`config.mk`:
```
export PLATFORM = sky130hd
export DESIGN_NAME = cfg_window_bridge
export DESIGN_NICKNAME = d
export VERILOG_FILES = /design/src/rtl/cfg_window_pkg.sv /design/src/rtl/cfg_lane_map.sv /design/src/rtl/cfg_addr_reg.sv /design/src/rtl/cfg_txn_ctrl.sv /design/src/rtl/cfg_window_bridge.sv
export SDC_FILE = /design/constraint.sdc
export NUM_CORES = 1
export LEC_CHECK = 0
export ABC_AREA = 1
export ABC_CLOCK_PERIOD_IN_PS = 1500
export BUFFER_PORTS_ARGS = -buffer_cell sky130_fd_sc_hd__buf_4
export CORE_MARGIN = 2
export CORE_UTILIZATION = 30
export DETAILED_ROUTE_END_ITERATION = 10
export REMOVE_ABC_BUFFERS = 1
export SYNTH_ARGS = -nofsm -noshare
export SYNTH_HDL_FRONTEND = slang
export SYNTH_SLANG_ARGS = --single-unit
```
`constraint.sdc`:
```
create_clock -name clk -period 1.5 [get_ports clk]
set_input_delay 0.375 -clock clk [delete_from_list [all_inputs] [get_ports clk]]
set_output_delay 0.375 -clock clk [all_outputs]
set_load 0.01 [all_outputs]
```
`src/rtl/cfg_window_pkg.sv`:
```
package cfg_window_pkg;
  localparam int LANES = 4;
  localparam int DW    = 8 * LANES;

  typedef enum logic [1:0] {
    SZ_BYTE  = 2'd0,
    SZ_WORD  = 2'd1,
    SZ_DWORD = 2'd2
  } io_size_e;

  typedef enum logic [1:0] {
    ST_IDLE = 2'd0,
    ST_WAIT = 2'd1,
    ST_RESP = 2'd2
  } txn_state_e;

  // Expand per-lane enables to a bit mask over the data path.
  function automatic logic [DW-1:0] lanes_to_mask(input logic [LANES-1:0] be);
    logic [DW-1:0] m;
    for (int i = 0; i < LANES; i++) m[8*i +: 8] = {8{be[i]}};
    return m;
  endfunction
endpackage

```
`src/rtl/cfg_lane_map.sv`:
```
module cfg_lane_map
  import cfg_window_pkg::*;
(
  input  logic [1:0]       size,
  input  logic [1:0]       offset,
  output logic [LANES-1:0] be
);
  for (genvar g = 0; g < LANES; g++) begin : g_lane
    always_comb begin
      unique case (size)
        SZ_BYTE:  be[g] = (offset == g[1:0]);
        SZ_WORD:  be[g] = (offset[1] == g[1]);
        default:  be[g] = 1'b1;
      endcase
    end
  end
endmodule

```
`src/rtl/cfg_addr_reg.sv`:
```
module cfg_addr_reg #(
  parameter int          W    = 32,
  parameter logic [W-1:0] KEEP = 32'h8FFF_FFFC
) (
  input  logic         clk,
  input  logic         rst,
  input  logic         wr_en,
  input  logic [W-1:0] wdata,
  output logic [W-1:0] q
);
  always_ff @(posedge clk) begin
    if (rst)        q <= '0;
    else if (wr_en) q <= wdata & KEEP;
  end
endmodule

```
`src/rtl/cfg_txn_ctrl.sv`:
```
module cfg_txn_ctrl
  import cfg_window_pkg::*;
#(
  parameter int TIMEOUT = 16,
  parameter int REGW    = 10
) (
  input  logic             clk,
  input  logic             rst,
  output logic             idle,
  input  logic             start_cfg,
  input  logic             start_local,
  input  logic [DW-1:0]    local_rdata,
  input  logic             req_we,
  input  logic [7:0]       req_bus,
  input  logic [7:0]       req_devfn,
  input  logic [REGW-1:0]  req_reg,
  input  logic [LANES-1:0] req_be,
  input  logic [DW-1:0]    req_wdata,
  output logic             cfg_req,
  output logic             cfg_we,
  output logic [7:0]       cfg_bus,
  output logic [7:0]       cfg_devfn,
  output logic [REGW-1:0]  cfg_reg,
  output logic [LANES-1:0] cfg_be,
  output logic [DW-1:0]    cfg_wdata,
  input  logic             cfg_ack,
  input  logic [DW-1:0]    cfg_rdata,
  output logic [DW-1:0]    io_rdata,
  output logic             io_ready
);
  localparam int CW = (TIMEOUT > 2) ? $clog2(TIMEOUT) : 1;
  localparam logic [CW-1:0] LAST = CW'(TIMEOUT - 1);

  txn_state_e    state;
  logic [CW-1:0] wait_cnt;
  logic [DW-1:0] lane_mask;

  assign idle      = (state == ST_IDLE);
  assign lane_mask = lanes_to_mask(cfg_be);

  always_ff @(posedge clk) begin
    if (rst) begin
      state     <= ST_IDLE;
      cfg_req   <= 1'b0;
      cfg_we    <= 1'b0;
      cfg_bus   <= '0;
      cfg_devfn <= '0;
      cfg_reg   <= '0;
      cfg_be    <= '0;
      cfg_wdata <= '0;
      wait_cnt  <= '0;
      io_rdata  <= '0;
      io_ready  <= 1'b0;
    end else begin
      io_ready <= 1'b0;
      unique case (state)
        ST_IDLE: begin
          if (start_cfg) begin
            cfg_req   <= 1'b1;
            cfg_we    <= req_we;
            cfg_bus   <= req_bus;
            cfg_devfn <= req_devfn;
            cfg_reg   <= req_reg;
            cfg_be    <= req_be;
            cfg_wdata <= req_wdata;
            wait_cnt  <= '0;
            state     <= ST_WAIT;
          end else if (start_local) begin
            io_rdata <= req_we ? '0 : (local_rdata & lanes_to_mask(req_be));
            io_ready <= 1'b1;
            state    <= ST_RESP;
          end
        end
        ST_WAIT: begin
          // Acknowledge wins over timeout in the last allowed cycle.
          if (cfg_ack) begin
            io_rdata <= cfg_we ? '0 : (cfg_rdata & lane_mask);
            cfg_req  <= 1'b0;
            io_ready <= 1'b1;
            state    <= ST_RESP;
          end else if (wait_cnt == LAST) begin
            io_rdata <= cfg_we ? '0 : lane_mask;
            cfg_req  <= 1'b0;
            io_ready <= 1'b1;
            state    <= ST_RESP;
          end else begin
            wait_cnt <= wait_cnt + 1'b1;
          end
        end
        default: state <= ST_IDLE;
      endcase
    end
  end
endmodule

```
`src/rtl/cfg_window_bridge.sv`:
```
module cfg_window_bridge
  import cfg_window_pkg::*;
#(
  parameter int          IO_AW     = 16,
  parameter logic [15:0] ADDR_PORT = 16'hCF8,
  parameter logic [15:0] DATA_PORT = 16'hCFC,
  parameter int          TIMEOUT   = 16
) (
  input  logic             clk,
  input  logic             rst,
  input  logic             io_valid,
  input  logic             io_we,
  input  logic [IO_AW-1:0] io_addr,
  input  logic [1:0]       io_size,
  input  logic [31:0]      io_wdata,
  output logic [31:0]      io_rdata,
  output logic             io_ready,
  output logic             cfg_req,
  output logic             cfg_we,
  output logic [7:0]       cfg_bus,
  output logic [7:0]       cfg_devfn,
  output logic [9:0]       cfg_reg,
  output logic [3:0]       cfg_be,
  output logic [31:0]      cfg_wdata,
  input  logic             cfg_ack,
  input  logic [31:0]      cfg_rdata
);
  localparam int REGW = 10;

  logic [DW-1:0]    areg_q;
  logic [LANES-1:0] acc_be;
  logic             idle, accept, hit_sel, hit_win, sel_wr, start_cfg, start_local;
  logic [DW-1:0]    local_rdata;

  assign hit_sel     = (io_addr[IO_AW-1:2] == ADDR_PORT[IO_AW-1:2]);
  assign hit_win     = (io_addr[IO_AW-1:2] == DATA_PORT[IO_AW-1:2]);
  assign accept      = io_valid && idle;
  assign sel_wr      = accept && hit_sel && io_we && (io_size == SZ_DWORD);
  assign start_cfg   = accept && hit_win && areg_q[31];
  assign start_local = accept && !start_cfg;
  assign local_rdata = hit_sel ? areg_q : (hit_win ? '1 : '0);

  cfg_lane_map u_lanes (
    .size   (io_size),
    .offset (io_addr[1:0]),
    .be     (acc_be)
  );

  cfg_addr_reg #(.W(DW)) u_areg (
    .clk   (clk),
    .rst   (rst),
    .wr_en (sel_wr),
    .wdata (io_wdata),
    .q     (areg_q)
  );

  cfg_txn_ctrl #(.TIMEOUT(TIMEOUT), .REGW(REGW)) u_ctrl (
    .clk         (clk),
    .rst         (rst),
    .idle        (idle),
    .start_cfg   (start_cfg),
    .start_local (start_local),
    .local_rdata (local_rdata),
    .req_we      (io_we),
    .req_bus     (areg_q[23:16]),
    .req_devfn   (areg_q[15:8]),
    .req_reg     ({areg_q[27:24], areg_q[7:2]}),
    .req_be      (acc_be),
    .req_wdata   (io_wdata),
    .cfg_req     (cfg_req),
    .cfg_we      (cfg_we),
    .cfg_bus     (cfg_bus),
    .cfg_devfn   (cfg_devfn),
    .cfg_reg     (cfg_reg),
    .cfg_be      (cfg_be),
    .cfg_wdata   (cfg_wdata),
    .cfg_ack     (cfg_ack),
    .cfg_rdata   (cfg_rdata),
    .io_rdata    (io_rdata),
    .io_ready    (io_ready)
  );
endmodule

```
==> summary.txt, run 1 <==
Timing
  – Endpoints failing hold: 0
  – Hold WS: 0.210 ns
  – Post-route worst setup slack: 0.0565 ns
  – Final setup fails: 0
  – Worst-margin pin slew: around 0.37 ns
  – Clock skew: 0.00643 ns
  – Final slew viol count: 0
  – Crit share post-route: between 90% and 100%
  – RSZ-0062 raised after global routing: true
  – Max Freq: roughly 700 MHz
  – Rel. slew slack: approximately three quarters
  – Min cycle time layout: ~1.4 ns

Layout
  – Share of cells above drive strength 1: between 20 and 30%
  – Filler cells: 2014
  – Final Instance Area: 8520 µm²
  – Syn-to-layout area delta: 46.5%
  – Top Registers: u_ctrl.cfg_wdata: 32 flops, u_ctrl.io_rdata: 32 flops, u_areg.q: 27 flops
  – # diodes: 0
  – Fin nets: 1139

Yosys
  – Dominant cell type by area after synthesis: dfxtp_1
  – Synth warn: 0
  – Synthesized instance count: 849
  – Ranking of synthesized cells by area: dfxtp_1 45%, inv_1 11%, a21oi_1 11%
  – Mapped Area: a little under 6000 µm²
  – Synth Register Bits: 130
  – Unique cell type count in the Yosys netlist: 23
  – Sequential-to-total area share from yosys stat: about 45%
  – Post-synth top area share: between 40 and 50%
  – Avg Synthesized Cell Area: 6.85 µm²

Routing
  – Post-detailed-route count of antenna-violating nets: 0
  – Vias: approximately 5700
  – DRC: 0
  – Met3 Wirelength: roughly 1.2 mm
  – Wire per inst: about 13 µm
  – Post-Route WL: roughly 17 mm
  – TritonRoute pass-1 iters: 4
  – DRT met1 WL: around 7.5 mm
  – DR vias/cell: approximately 4.3
  – Met2 WL: between 8 and 9 mm
  – Max Used Layer: met4
  – Initial detailed-routing violation count: 272

Global route
  – Largest net degree at the start of global routing: 55
  – Global route overflow: 0
  – Antenna violations before repair: 0
  – First-pass GRT wire length: 26.8 mm
  – Total track usage: approximately 17%
  – Vias in the first global route: between 5000 and 6000

Place
  – Routability cong.: ~0.75
  – DP Worst Slack: -0.245 ns
  – Detailed placement HPWL: 12.5 mm
  – Port bufs: approximately 180
  – Placed Area: 7810 µm²

Pwr
  – Cell internal pwr: about 6.6 mW
  – NetSw: between 2 and 2.5 mW
  – Gate power share: 9.0%
  – Clock power share: approximately 50%
  – Sw Ratio: 23.4%
  – Reg power frac: just over 40%
  – Max rail drop VDD: ~0.78 mV
  – Power Dens Cells: 1010 nW/µm²
  – P_leak: ~3.9 nW

Critical path
  – CP Capture Type: flop
  – Reg2reg end: u_ctrl.io_rdata[18]$_SDFFE_PP0P_
  – R2r startpoint: u_ctrl.wait_cnt[0]$_SDFFE_PP0P_
  – CP Class: reg -> reg
  – Max incr delay on CP: between 0.3 and 0.4 ns
  – Worst reg-to-reg setup slack: around 0.057 ns
  – Max FO, Critical Path: 35
  – Max stage delay cell, worst path: dfxtp_2
  – R2R cell count: 11
  – Worst setup SP type: flop
  – CP Cell Sequence: ha_2, nand3_1, nand2_2, nor2_4, nor2_4, nand2_4, buf_12, nor2_1, nand2_1, nand2_1, inv_1
  – Critical Path RT: between 1.5 and 2 ns
  – Bufs and invs on worst path: 2
  – Delay-heaviest family, CP: simple AND/OR/NAND/NOR gates
  – Crit path DAT: 1.76 ns

CTS
  – CTS HTree Levels: 4
  – Clk_lat worst skew: around 0.42 ns
  – CTS tree: built
  – Hold Buf Count CTS: 0
  – TritonCTS Buffers: 17
  – Root buf cell: clkbuf_16
  – Longest Clk Path Bufs: 2
  – Clock slew seen by the registers of the worst setup and hold paths: 0.06 ns
  – # clock sinks: 130

Floorplan
  – Die height: 143 µm
  – Starting Density: a little under a third
  – Die area: ~20000 µm²
  – Rows: 50
  – Die width: around 140 µm
  – Io pins: 184
  – Core area: 18900 µm²

Worst hold path
  – Hold path startpoint: io_wdata[30]
  – Hold path cells: 3
  – Hold path endpoint: u_ctrl.cfg_wdata[30]$_SDFFE_PP0N_
  – Min-delay worst type: in -> reg

Status
  – Status: finished, final reports clean

Flow run
  – Max-cap viol count: 0
final cells by class:
type,count,area (µm²),area share (%)
clock buffers,20,457,5.36
clock inverters,12,155,1.82
inverters,171,642,7.53
multi-input cells,497,2380,27.9
flip-flops and latches,130,2610,30.6
well taps,260,325,3.82
repair buffers,234,1960,23.0
kinds of logic (layout without fill, tap and decap cells):
logic type / after synthesis / count (layout) / share of synthesized area, %
simple gates: 272 / 272 / 19.8
compound gates: 223 / 223 / 19.2
buf+inv: 222 / 437 / 15.9
flops: 130 / 130 / 44.7
fa+ha+maj: 1 / 1 / 0.215
xor+xnor: 1 / 1 / 0.151
timing repair:
item | in CTS | in global routing
hold endpoints to repair | 0 | 0
endpoints found under the setup margin | 72 | 106
pin swaps | 0 | 1
buffers inserted | 0 | 2
resized for setup | 6 | 52
cell usage after synthesis (all sizes together):
| library cell | n |
|---|---|
| o21ai | 97 |
| nand2 | 95 |
| ha | 1 |
| inv | 171 |
| xnor2 | 1 |
| a21oi | 126 |
| buf | 32 |
| dfxtp | 130 |
| nand3 | 62 |
| clkbuf | 19 |
| or2 | 1 |
| nor2 | 114 |
cell usage in the layout, fill, tap and decap left out, types with 3 or more instances in the layout:
| cell type | count |
|---|---|
| dfxtp_1 | 127 |
| inv_1 | 166 |
| nand2_2 | 3 |
| dfxtp_2 | 3 |
| clkbuf_16 | 17 |
| bufinv_16 | 3 |
| nor2_4 | 6 |
| nor2_1 | 103 |
| o21ai_0 | 53 |
| inv_2 | 5 |
| nor2_2 | 5 |
| nand3_1 | 59 |
| buf_12 | 15 |
| o21ai_1 | 39 |
| nand2_1 | 89 |
| o21ai_2 | 5 |
| nand2_4 | 3 |
| buf_4 | 217 |
| a21oi_1 | 126 |
| clkinvlp_4 | 5 |
how the worst max path moves through the flow:
stage                                        end                             from  depth (start not counted)  slack [ns]
2_1_floorplan   u_ctrl.io_rdata[10]$_SDFFE_PP0P_                      io_addr[13]                          8       -2.65
3_3_place_gp    u_ctrl.cfg_wdata[9]$_SDFFE_PP0N_                       io_addr[9]                         10       -0.26
3_5_place_dp   u_ctrl.cfg_wdata[10]$_SDFFE_PP0N_                       io_addr[9]                         10       -0.25
4_1_cts         u_ctrl.io_rdata[26]$_SDFFE_PP0P_     u_ctrl.state[0]$_SDFFE_PP0P_                          9       -0.01
5_1_grt          u_ctrl.io_rdata[9]$_SDFFE_PP0P_     u_ctrl.state[0]$_SDFFE_PP0P_                         11       -0.09
6_report        u_ctrl.io_rdata[18]$_SDFFE_PP0P_  u_ctrl.wait_cnt[0]$_SDFFE_PP0P_                         11        0.06
tightest hold or removal path, delay by kind of cell:
kind                   cells  cell delay, ns
buffers and inverters      1            0.07
AO/OA/AOI/OAI              2            0.14
stage by stage:
stage          instances  setup TNS (ns)  util, %  power, mW
2_1_floorplan        798         -242.10        -       3.93
3_3_place_gp        1290          -23.07     41.3       4.38
3_5_place_dp        1290          -20.82     41.3       4.39
4_1_cts             1322         -0.0921     44.7       8.74
5_1_grt             1324           -1.66     45.1       9.01
6_report            1324               0     45.1       8.62
power by group through the flow:
stage | combinational, mW | clock, mW | sequential, mW
detailed placement | 0.769 | 0 | 3.62
global placement | 0.766 | 0 | 3.62
floorplan | 0.289 | 0 | 3.64
global route | 0.875 | 4.58 | 3.55
finish | 0.779 | 4.30 | 3.54
CTS | 0.775 | 4.42 | 3.54
routing by layer:
metal / global-route usage [%] / vias up
met2: 28.2 / 144
met4: 5.06 / 0
li1: - / 3042
met3: 6.30 / 17
met5: 0 / -
met1: 20.3 / 2507
(Power assumes the default switching activity.)
==> inputs of run 2 (changes only) <==
--- a/config.mk
+++ b/config.mk
@@ -8,10 +8,9 @@
 export ABC_AREA = 1
 export ABC_CLOCK_PERIOD_IN_PS = 1500
 export BUFFER_PORTS_ARGS = -buffer_cell sky130_fd_sc_hd__buf_4
-export CORE_MARGIN = 2
+export CORE_MARGIN = 8
 export CORE_UTILIZATION = 30
 export DETAILED_ROUTE_END_ITERATION = 10
-export REMOVE_ABC_BUFFERS = 1
 export SYNTH_ARGS = -nofsm -noshare
 export SYNTH_HDL_FRONTEND = slang
 export SYNTH_SLANG_ARGS = --single-unit
==> run 2 against run 1 <==
  * The run now ends with negative setup slack left
  * Fmax down 7.4%
  * Sequential power about the same
  * Combinational power up 14%
  * Cell count up 1.2%
  * Non-clock buffer count up 11
  * Register-to-register slack worse by 0.12 ns
  * Sequential share of layout area down 1.5 points
  * Worst hold slack better by 0.013 ns
  * Via count up 3.0%
==> summary.txt, run 2 (same netlist as run 1, synthesis figures left out) <==
Routing
  – Wire per inst: about 15 µm
  – Initial detailed-routing violation count: approximately 190
  – Post-detailed-route count of antenna-violating nets: 0
  – Vias: 5882
  – TritonRoute pass-1 iters: 4
  – DR vias/cell: 4.39
  – DRC: 0
  – Post-Route WL: about 20 mm

Layout
  – Share of cells above drive strength 1: 33.5%
  – # diodes: 0
  – Filler cells: 1979
  – Top Registers: u_ctrl.cfg_wdata: 32 flops, u_ctrl.io_rdata: 32 flops, u_areg.q: 27 flops
  – Final Instance Area: 8970 µm²
  – Commonest non-fill, non-tap cell in the layout: buf_4
  – Syn-to-layout area delta: 54.3%
  – Fin nets: 1151
  – Most frequent cells in the layout: 220 x buf_4, 165 x inv_1, 126 x dfxtp_1

Timing
  – Post-route worst setup slack: -0.0585 ns
  – Worst-margin pin slew: between 0.4 and 0.5 ns
  – RSZ-0062 raised after global routing: true
  – Min cycle time layout: ~1.6 ns
  – Final slew viol count: 0
  – Hold WS: ~0.22 ns
  – Final setup fails: 30
  – Rel. slew slack: 72.8%
  – Clock skew: roughly 0.0071 ns
  – Endpoints failing hold: 0
  – Max Freq: approximately 640 MHz
  – Crit share post-route: 104%

Global route
  – Antenna violations before repair: 1
  – Global route overflow: 0
  – GRT met1 Usage: slightly above 20%
  – Vias in the first global route: between 5000 and 6000
  – Met2 Track Usage GR: 23.1%
  – Met3 usage: 5.80%
  – Total track usage: between 10% and 20%
  – Largest net degree at the start of global routing: 74
  – First-pass GRT wire length: between 20 and 30 mm
  – Most used routing layer: met2

Place
  – Port bufs: 183
  – Placed Area: 7710 µm²
  – Routability cong.: 0.775
  – Detailed placement HPWL: about 14 mm

CTS
  – Clk_lat worst skew: roughly 0.42 ns
  – Longest Clk Path Bufs: 2
  – CTS HTree Levels: 4
  – Clock slew seen by the registers of the worst setup and hold paths: 0.06 ns
  – CTS tree: built
  – # clock sinks: 130
  – Root buf cell: clkbuf_16
  – TritonCTS Buffers: 17

Floorplan
  – Core area: 19300 µm²
  – Starting Density: a little under a third
  – Rows: 51
  – Die width: about 160 µm
  – Die height: around 160 µm
  – Io pins: 184
  – Die area: around 24000 µm²

Yosys
  – Syn nets: ~940

Critical path
  – CP Capture Type: flop
  – Crit path DAT: roughly 1.9 ns
  – CP Class: reg -> reg
  – Max FO, Critical Path: 6
  – Critical Path RT: around 1.8 ns
  – Worst setup SP type: flop

Pwr
  – Power Dens Cells: 1000 nW/µm²
  – P_leak: between 4 and 5 nW
  – Max rail drop VDD: 0.798 mV

Flow run
  – Max-cap viol count: 0

Status
  – Status: complete, but fails checks
  – Failing checks: negative setup slack

Worst hold path
  – Min-delay worst type: in -> reg
==> run 2: changes by cell type in the layout (fill, tap and decap cells not counted), moves of 4 or more <==
cell | before | now
a21oi_1 | 126 | 122
a21oi_2 | 0 | 4
buf_12 | 15 | 11
buf_6 | 1 | 6
clkbuf_16 | 17 | 22
nand2_1 | 89 | 82
nand2_2 | 3 | 11
nor2_1 | 103 | 66
nor2_2 | 5 | 28
nor2_4 | 6 | 20
o21ai_0 | 53 | 73
o21ai_1 | 39 | 22
==> run 2: final timing paths <==
| path | start | endpoint | slack, ns | depth (start not counted) |
|---|---|---|---|---|
| max reg2reg | u_ctrl.wait_cnt[0]$_SDFFE_PP0P_ | u_ctrl.io_rdata[4]$_SDFFE_PP0P_ | -0.06 | 12 |
| max | u_ctrl.wait_cnt[0]$_SDFFE_PP0P_ | u_ctrl.io_rdata[4]$_SDFFE_PP0P_ | -0.06 | 12 |
| min reg2reg | u_ctrl.cfg_wdata[31]$_SDFFE_PP0N_ | u_ctrl.cfg_wdata[31]$_SDFFE_PP0N_ | 0.44 | 2 |
| min | io_wdata[15] | u_areg.q[15]$_SDFFE_PP0P_ | 0.22 | 3 |
==> run 2: per-layer routing <==
| layer | part of all wire (%) | up-vias |
|---|---|---|
| met3 | 6.7 | 19 |
| met4 | 1.2 | 2 |
| met1 | 47 | 2655 |
| met2 | 45 | 135 |
| met5 | 0.066 | - |
| li1 | - | 3071 |
==> run 2: where the power goes <==
group / total (mW) / internal, mW / switching (mW)
clock network: 4.55 / 2.93 / 1.61
logic: 0.888 / 0.451 / 0.438
registers: 3.54 / 3.51 / 0.0310
total: 8.98 / 6.90 / 2.08
==> run 2: cell type report <==
cell class,instances,area [µm²],share of cell area (%)
tap,265,332,3.69
timing repair buffer,245,2130,23.8
clock inverter,14,214,2.38
multi-input combinational,498,2620,29.2
clock buffer,17,425,4.74
inverter,171,644,7.18
sequential,130,2610,29.1
==> run 2: worst max-delay path: stages (launching register included) <==
cell and delay, ns:
dfxtp_2 0.35, ha_4 0.16, nand3_4 0.09, nand2_4 0.09
nor2_4 0.04, nor2_4 0.10, buf_6 0.13, nand2_8 0.09
clkbuf_16 0.18, nor2_2 0.08, nand2_1 0.06, nand2_1 0.07
inv_1 0.04
==> run 2: per-stage QoR <==
stage               util (%)  setup TNS, ns  worst slack (ns)  power [mW]  cells
CTS                     43.9        -0.0149           -0.0140        8.94   1325
global placement        40.0         -18.89            -0.227        4.35   1290
detailed placement      40.0         -19.98            -0.240        4.35   1290
finish                  46.6         -0.661           -0.0585        8.98   1340
global route            46.6          -3.27            -0.126        9.33   1340
floorplan                  -              0            0.0176        3.97    849
==> run 2: timing repair <==
item / in CTS / in global routing
resized for setup: 18 / 93
buffers inserted: 3 / 6
cloned: 1 / 9
hold buffers: 0 / 0
pin swaps: 6 / 12
setup endpoints to repair: 35 / 102
endpoints found under the hold margin: 0 / 0
